`src/rtl/wdtb_pkg.sv`:
```
package wdtb_pkg;

  localparam logic [3:0] CTRL_OFS   = 4'h0;
  localparam logic [3:0] LO_OFS     = 4'h4;
  localparam logic [3:0] HI_OFS     = 4'h8;
  localparam logic [1:0] MODE_TRIG  = 2'b11;
  localparam logic [3:0] SRC_PREV   = 4'h5;
  localparam int         DIV_W      = 8;
  localparam logic [DIV_W-1:0] DIV_MIN = DIV_W'(2);

  // Divider actually applied: anything below the minimum behaves as the minimum.
  function automatic logic [DIV_W-1:0] eff_div(input logic [DIV_W-1:0] div);
    return (div < DIV_MIN) ? DIV_MIN : div;
  endfunction

  // True on the clock in which the count must step down.
  function automatic logic tick_due(input logic [DIV_W-1:0] phase,
                                    input logic [DIV_W-1:0] div);
    return phase >= (eff_div(div) - DIV_W'(1));
  endfunction

endpackage

```
`src/rtl/wdtb_counter.sv`:
```
module wdtb_counter
  import wdtb_pkg::*;
#(
  parameter int DATA_W = 32
) (
  input  logic              clk,
  input  logic              rst_n,
  input  logic              ctrl_we,
  input  logic              lo_we,
  input  logic              hi_we,
  input  logic              rd_lo,
  input  logic [DATA_W-1:0] wdata,
  input  logic              prev_end,
  output logic [DATA_W-1:0] ctrl_word,
  output logic [DATA_W-1:0] count_lo,
  output logic [DATA_W-1:0] hold_hi,
  output logic              end_evt
);

  localparam int CNT_W = 2 * DATA_W;

  logic              en_q;
  logic              active_q;
  logic [1:0]        mode_q;
  logic [3:0]        src_q;
  logic [DIV_W-1:0]  div_q;
  logic [DIV_W-1:0]  phase_q;
  logic [CNT_W-1:0]  count_q;
  logic [CNT_W-1:0]  reload_q;
  logic [DATA_W-1:0] stage_q;
  logic [DATA_W-1:0] hold_q;

  logic trig_hit;
  logic step;
  logic start_req;

  assign end_evt   = active_q && (count_q == '0);
  assign trig_hit  = en_q && (mode_q == MODE_TRIG) && (src_q == SRC_PREV) && prev_end;
  assign step      = tick_due(phase_q, div_q);
  assign start_req = ctrl_we && wdata[0] && !en_q && (wdata[3:2] != MODE_TRIG);

  always_ff @(posedge clk) begin
    if (!rst_n) begin
      en_q     <= 1'b0;
      active_q <= 1'b0;
      mode_q   <= '0;
      src_q    <= '0;
      div_q    <= '0;
      phase_q  <= '0;
      count_q  <= '0;
      reload_q <= '0;
      stage_q  <= '0;
      hold_q   <= '0;
    end else begin
      // countdown, lowest priority
      if (active_q) begin
        if (count_q == '0) begin
          active_q <= 1'b0;
        end else if (step) begin
          count_q <= count_q - CNT_W'(1);
          phase_q <= '0;
        end else begin
          phase_q <= phase_q + DIV_W'(1);
        end
      end
      // hardware retrigger from the neighbour's end count
      if (trig_hit) begin
        count_q  <= reload_q;
        active_q <= 1'b1;
        phase_q  <= '0;
      end
      if (lo_we) stage_q <= wdata;
      if (hi_we) begin
        reload_q <= {wdata, stage_q};
        count_q  <= {wdata, stage_q};
        phase_q  <= '0;
      end
      if (rd_lo) hold_q <= count_q[CNT_W-1:DATA_W];
      // control writes override everything else
      if (ctrl_we) begin
        en_q   <= wdata[0];
        mode_q <= wdata[3:2];
        src_q  <= wdata[7:4];
        div_q  <= wdata[15:8];
        if (!wdata[0]) begin
          active_q <= 1'b0;
        end else if (start_req) begin
          active_q <= 1'b1;
          count_q  <= reload_q;
          phase_q  <= '0;
        end
      end
    end
  end

  assign ctrl_word = {{(DATA_W-16){1'b0}}, div_q, src_q, mode_q, active_q, en_q};
  assign count_lo  = count_q[DATA_W-1:0];
  assign hold_hi   = hold_q;

  AST_END_SINGLE: assert property (@(posedge clk) disable iff (!rst_n)
    end_evt && !trig_hit |=> !end_evt);
  AST_NO_UNDERFLOW: assert property (@(posedge clk) disable iff (!rst_n)
    end_evt && !trig_hit && !hi_we && !ctrl_we |=> count_q == '0);
  AST_DISABLE_STOPS: assert property (@(posedge clk) disable iff (!rst_n)
    ctrl_we && !wdata[0] |=> !active_q);
  AST_TRIG_IGNORED: assert property (@(posedge clk) disable iff (!rst_n)
    prev_end && !en_q && !ctrl_we && !active_q |=> !active_q);
  AST_IDLE_STABLE: assert property (@(posedge clk) disable iff (!rst_n)
    !active_q && !hi_we && !trig_hit && !ctrl_we |=> $stable(count_q));
  AST_TRIG_NO_SELF_START: assert property (@(posedge clk) disable iff (!rst_n)
    ctrl_we && (wdata[3:2] == MODE_TRIG) && !active_q && !trig_hit |=> !active_q);

endmodule

```
`src/rtl/wdtb_wdsel.sv`:
```
module wdtb_wdsel #(
  parameter int NUM_CNT = 4
) (
  input  logic               clk,
  input  logic               rst_n,
  input  logic               sel_we,
  input  logic [NUM_CNT-1:0] sel_in,
  input  logic [NUM_CNT-1:0] end_vec,
  output logic [NUM_CNT-1:0] sel_q,
  output logic               wdt_rst
);

  logic hit;
  assign hit = |(sel_q & end_vec);

  always_ff @(posedge clk) begin
    if (!rst_n) begin
      sel_q   <= '0;
      wdt_rst <= 1'b0;
    end else begin
      if (sel_we) sel_q <= sel_in;
      wdt_rst <= hit;
    end
  end

  AST_WDT_CAUSE: assert property (@(posedge clk) disable iff (!rst_n)
    wdt_rst |-> $past(|(sel_q & end_vec)));
  AST_WDT_MASKED: assert property (@(posedge clk) disable iff (!rst_n)
    (sel_q == '0) |=> !wdt_rst);

endmodule

```
`src/rtl/wdtb_top.sv`:
```
module wdtb_top
  import wdtb_pkg::*;
#(
  parameter int NUM_CNT = 4,
  parameter int ADDR_W  = 8,
  parameter int DATA_W  = 32
) (
  input  logic              clk,
  input  logic              rst_n,
  input  logic              wr_en,
  input  logic              rd_en,
  input  logic [ADDR_W-1:0] addr,
  input  logic [DATA_W-1:0] wdata,
  output logic [DATA_W-1:0] rdata,
  output logic              wdt_rst
);

  localparam int IDX_W = ADDR_W - 4;
  localparam logic [ADDR_W-1:0] SEL_ADDR = ADDR_W'(NUM_CNT * 16);

  logic [IDX_W-1:0]  idx;
  logic [3:0]        ofs;
  logic [NUM_CNT-1:0] end_vec;
  logic [NUM_CNT-1:0] sel_q;
  logic [DATA_W-1:0] ctrl_w [NUM_CNT];
  logic [DATA_W-1:0] lo_w   [NUM_CNT];
  logic [DATA_W-1:0] hi_w   [NUM_CNT];

  assign idx = addr[ADDR_W-1:4];
  assign ofs = addr[3:0];

  for (genvar i = 0; i < NUM_CNT; i++) begin : g_cnt
    logic hit_i;
    logic prev_end_i;
    assign hit_i = (idx == IDX_W'(i));
    if (i == 0) begin : g_first
      assign prev_end_i = 1'b0;
    end else begin : g_chain
      assign prev_end_i = end_vec[i-1];
    end
    wdtb_counter #(.DATA_W(DATA_W)) u_cnt (
      .clk       (clk),
      .rst_n     (rst_n),
      .ctrl_we   (wr_en && hit_i && (ofs == CTRL_OFS)),
      .lo_we     (wr_en && hit_i && (ofs == LO_OFS)),
      .hi_we     (wr_en && hit_i && (ofs == HI_OFS)),
      .rd_lo     (rd_en && hit_i && (ofs == LO_OFS)),
      .wdata     (wdata),
      .prev_end  (prev_end_i),
      .ctrl_word (ctrl_w[i]),
      .count_lo  (lo_w[i]),
      .hold_hi   (hi_w[i]),
      .end_evt   (end_vec[i])
    );
  end

  wdtb_wdsel #(.NUM_CNT(NUM_CNT)) u_sel (
    .clk     (clk),
    .rst_n   (rst_n),
    .sel_we  (wr_en && (addr == SEL_ADDR)),
    .sel_in  (wdata[NUM_CNT-1:0]),
    .end_vec (end_vec),
    .sel_q   (sel_q),
    .wdt_rst (wdt_rst)
  );

  always_comb begin
    rdata = '0;
    for (int i = 0; i < NUM_CNT; i++) begin
      if (idx == IDX_W'(i)) begin
        if (ofs == CTRL_OFS)    rdata = ctrl_w[i];
        else if (ofs == LO_OFS) rdata = lo_w[i];
        else if (ofs == HI_OFS) rdata = hi_w[i];
      end
    end
    if (addr == SEL_ADDR) rdata = DATA_W'(sel_q);
  end

  AST_WDT_PULSE: assert property (@(posedge clk) disable iff (!rst_n)
    wdt_rst && !end_vec[0] |=> !wdt_rst || $past(|end_vec));

endmodule

```
`config.mk`:
```
export PLATFORM = sky130hd
export DESIGN_NAME = wdtb_top
export DESIGN_NICKNAME = d
export VERILOG_FILES = /design/src/rtl/wdtb_pkg.sv /design/src/rtl/wdtb_counter.sv /design/src/rtl/wdtb_wdsel.sv /design/src/rtl/wdtb_top.sv
export SDC_FILE = /design/constraint.sdc
export NUM_CORES = 2
export LEC_CHECK = 0
export ABC_AREA = 1
export BUFFER_PORTS_ARGS = -buffer_cell sky130_fd_sc_hd__buf_2
export CAP_MARGIN = 20
export CORE_UTILIZATION = 30
export CTS_BUF_LIST = sky130_fd_sc_hd__clkbuf_16
export DETAILED_ROUTE_END_ITERATION = 7
export HOLD_SLACK_MARGIN = 0.1
export PLACE_DENSITY = 0.48
export SLEW_MARGIN = 20
export SYNTH_ARGS = -nofsm -noshare
export SYNTH_HDL_FRONTEND = slang
export SYNTH_SLANG_ARGS = --single-unit
export TNS_END_PERCENT = 5
```
`constraint.sdc`:
```
create_clock -name clk -period 3.9 [get_ports clk]
set_clock_uncertainty 0.15 [all_clocks]
set_input_delay 0.585 -clock clk [delete_from_list [all_inputs] [get_ports clk]]
set_output_delay 0.585 -clock clk [all_outputs]
set_load 0.1 [all_outputs]
```
==> metrics.md <==
| Metric | Value |
|---|---|
| Status | completed |
| Inserted Clock Buffers | 105 |
| PnR worst setup slack | 123.2 ps |
| Vias in the first global route | 48,860 |
| Share of layout cells above drive strength 1 | 8.884% |
| Root buffer selected by CTS | clkbuf_16 |
| Post-placement cell count | 9,484 |
| Number of synthesized register bits | 869 |
| CP required | 3160 ps |
| Vias post-DR | 52,590 |
| Fin crit period | 3777 ps |
| Worst-path clk slew | 60 ps |
| Final Cycle Share | 96.84% |
| Dominant cell type by area after synthesis | dfxtp_1 |
| Gr ovfl total | 0 |
| Maximum clock path buffer count | 3 |
| Final Non-Filler Cells | 9,683 |
| Worst hold path class | input pin to register |
| Die Footprint | 161,700 µm² |
| Clock latency on the worst-skew pair | 730 ps |
| # rows | 146 |
| Highest Clock Rate | 264.8 MHz |
| Worst IR Drop VDD | 0.3031 mV |
| Hpwl dp | 176,400 µm |
| Initial antenna violation count | 19 |
| Startpoint Class | input pin |
| CTS H-tree depth | 3 |
| Post-route ant nets | 0 |
| Kind of critical path | input pin to primary output |
| Sequential element share of the synthesized area | 36.21% |
| Number of iterations in the first detailed-routing pass | 6 |
| Initial core utilization | 30.26% |
| Largest net degree at the start of global routing | 198 |
| Area growth syn-to-layout | 17.40% |
| Final nets | 7,613 |
| Final max-slew violation count | 0 |
| Starting DRT DRC Count | 5,185 |
| Worst EP arrival | 3040 ps |
| Die Y | 402.2 µm |
| Synth Area per Inst | 6.438 µm² |
| First-pass GRT wire length | 349,800 µm |
| Post-Syn Nets | 7,551 |
| Pleak | 24.35 nW |
| DRT Wirelength | 244,200 µm |
| Netlist cell types | 57 |
| CTS tree | done |
| Port buffer count | 76 |
| Final std cell area, no fill | 56,390 µm² |
| Worst slack at placement | -45.41 ps |
| Crit. End Element | primary output |
| Mapped Area | 48,040 µm² |
| Final Hold Viols | 0 |
| Final setup fails | 0 |
| Die W | 402.2 µm |
| Avg WL per Cell | 25.22 µm |
| Share of the synthesized area in the top cell type | 36.21% |
| Slew @ Worst Pin | 1254 ps |
| Syn Inst Count | 7,462 |
| Post-place instance area | 52,740 µm² |
| Warnings from Yosys | 0 |
| Total global-route track usage | 29.33% |
| Max cap viols | 0 |
| GPL Wtd Cong | 0.9813 |
| Via/cell ratio | 5.432 |
| Clock sinks | 869 |
| Core box area | 158,700 µm² |
| PwrDens | 359.3 nW/µm² |
| Final design utilization | 35.53% |
| Unrepaired setup endpoints after global routing | true |
| IO Count | 77 |
| DRC | 0 |
| Top post-synthesis cells by area | dfxtp_1, o21ai_0, nand2_1 |
| Relative slew slack | 15.09% |
| CP max FO | 13 |
## worst max-delay path, stage by stage
cell	delay, ps
buf_2	90
inv_1	110
nand2_1	140
nor3_4	310
inv_1	150
buf_4	250
o21ai_0	230
buf_4	150
inv_1	40
nand2_1	100
inv_1	70
o21ai_1	120
nor2_1	50
o21bai_1	120
nand2_1	90
nand2_1	220
buf_12	210
## cells by family after synthesis
logic type | count (synthesis) | share of synthesized area, %
AOI/OAI and AO/OA | 2262 | 24.77
adders and majority gates | 45 | 1.172
buffers and inverters | 1184 | 9.567
xor gates and xnor gates | 167 | 3.045
DFF | 869 | 36.21
and+or+nand+nor | 2935 | 25.23
## cells in the final DEF (no fill, tap or decap), types with 13 or more instances in the layout
cell type / count
a21boi_0: 13
a22oi_1: 15
nor2_4: 20
xor2_1: 150
clkbuf_16: 109
nor2_1: 854
clkinv_2: 18
inv_2: 30
buf_4: 274
inv_1: 704
buf_2: 43
o21ai_1: 20
ha_1: 44
buf_12: 74
o21ai_0: 1085
dfxtp_1: 865
a21oi_1: 770
nand4_1: 65
nand3_1: 349
o211ai_1: 26
nor3_1: 116
clkinv_1: 45
xnor2_1: 17
nand2_1: 1425
nor2_2: 19
nor4_1: 14
o22ai_1: 176
nand2_2: 15
a31oi_1: 126
## state kept, by name (all words and copies together), names as in the netlist
name and cells:
g_cnt.u_cnt.active_q 4, g_cnt.u_cnt.count_q 256, g_cnt.u_cnt.div_q 32, g_cnt.u_cnt.en_q 4, g_cnt.u_cnt.hold_hi 128, g_cnt.u_cnt.mode_q 8
g_cnt.u_cnt.phase_q 32, g_cnt.u_cnt.reload_q 256, g_cnt.u_cnt.src_q 16, g_cnt.u_cnt.stage_q 128, u_sel.sel_q 4, u_sel.wdt_rst 1
## final cells by class
cell class,count,area (µm²)
fillers,17200,102400
multi-input cells,5409,26330
flip-flops and latches,869,17400
repair buffers,400,3871
inverters,739,2785
clock buffers,109,2728
well taps,2072,2592
clock inverters,83,684.4
diodes,2,5.005
## final timing paths
| check | startpoint | end | slack (ps) | cells past startpoint |
|---|---|---|---|---|
| hold / removal | wdata[4] | g_cnt[1].u_cnt.reload_q[36] | 150 | 3 |
| setup reg to reg | g_cnt[3].u_cnt.count_q[31] | u_sel.wdt_rst | 170 | 9 |
| setup / recovery | addr[6] | rdata[3] | 120 | 17 |
| hold reg to reg | g_cnt[0].u_cnt.reload_q[40] | g_cnt[0].u_cnt.reload_q[40] | 310 | 2 |
## per-layer routing
layer	GRT usage [%]	part of all wire, %	vias to the layer above
met1	41.14	45	25320
met4	13.28	5.2	2
met5	0	0.0053	-
li1	-	-	24990
met3	3.271	6.2	372
met2	44.89	43	1914
## synthesized netlist by cell type, drive strengths merged
cell,n
and3,6
nor3,123
o2bb2ai,1
nor2,893
o211ai,26
xor2,150
nor4,16
a31oi,126
inv,724
clkinv,15
nor4b,1
o311ai,1
o31ai,5
and3b,1
o21a,5
nand4,66
clkbuf,321
dfxtp,869
a211oi,1
nor3b,4
o21bai,2
o221ai,1
nand3b,11
or3,1
a21boi,14
or2,10
xnor2,17
a21o,4
o21ai,1105
nand3,356
and2,3
buf,124
a32o,1
a21oi,778
ha,45
o22ai,176
nand2,1444
a22oi,15
a22o,1
## timing repair
item,in CTS,in global routing
hold buffers,3,0
endpoints found under the setup margin,2,130
endpoints found under the hold margin,19,0
buffers inserted,0,2
pin swaps,0,4
gates cloned,0,0
resized for setup,2,55
## through the flow
stage	hold WS (ps)	total power [W]	TNS, ps
after global routing	138.6	0.02083	-51.29
after CTS	102.7	0.02040	0
final	152.9	0.02026	0
after floorplan	280.0	0.009723	-7522
after detailed placement	297.8	0.01042	-52.10
after global placement	293.6	0.01043	-34.51
## power breakdown
| part | total (W) | internal [W] | switching [W] |
|---|---|---|---|
| clock network | 0.0100 | 0.00575 | 0.00425 |
| logic | 0.00136 | 0.000309 | 0.00105 |
| registers | 0.00890 | 0.00889 | 0.0000137 |
| total | 0.0203 | 0.0150 | 0.00531 |
No activity file was read; power rests on OpenSTA's default activity.
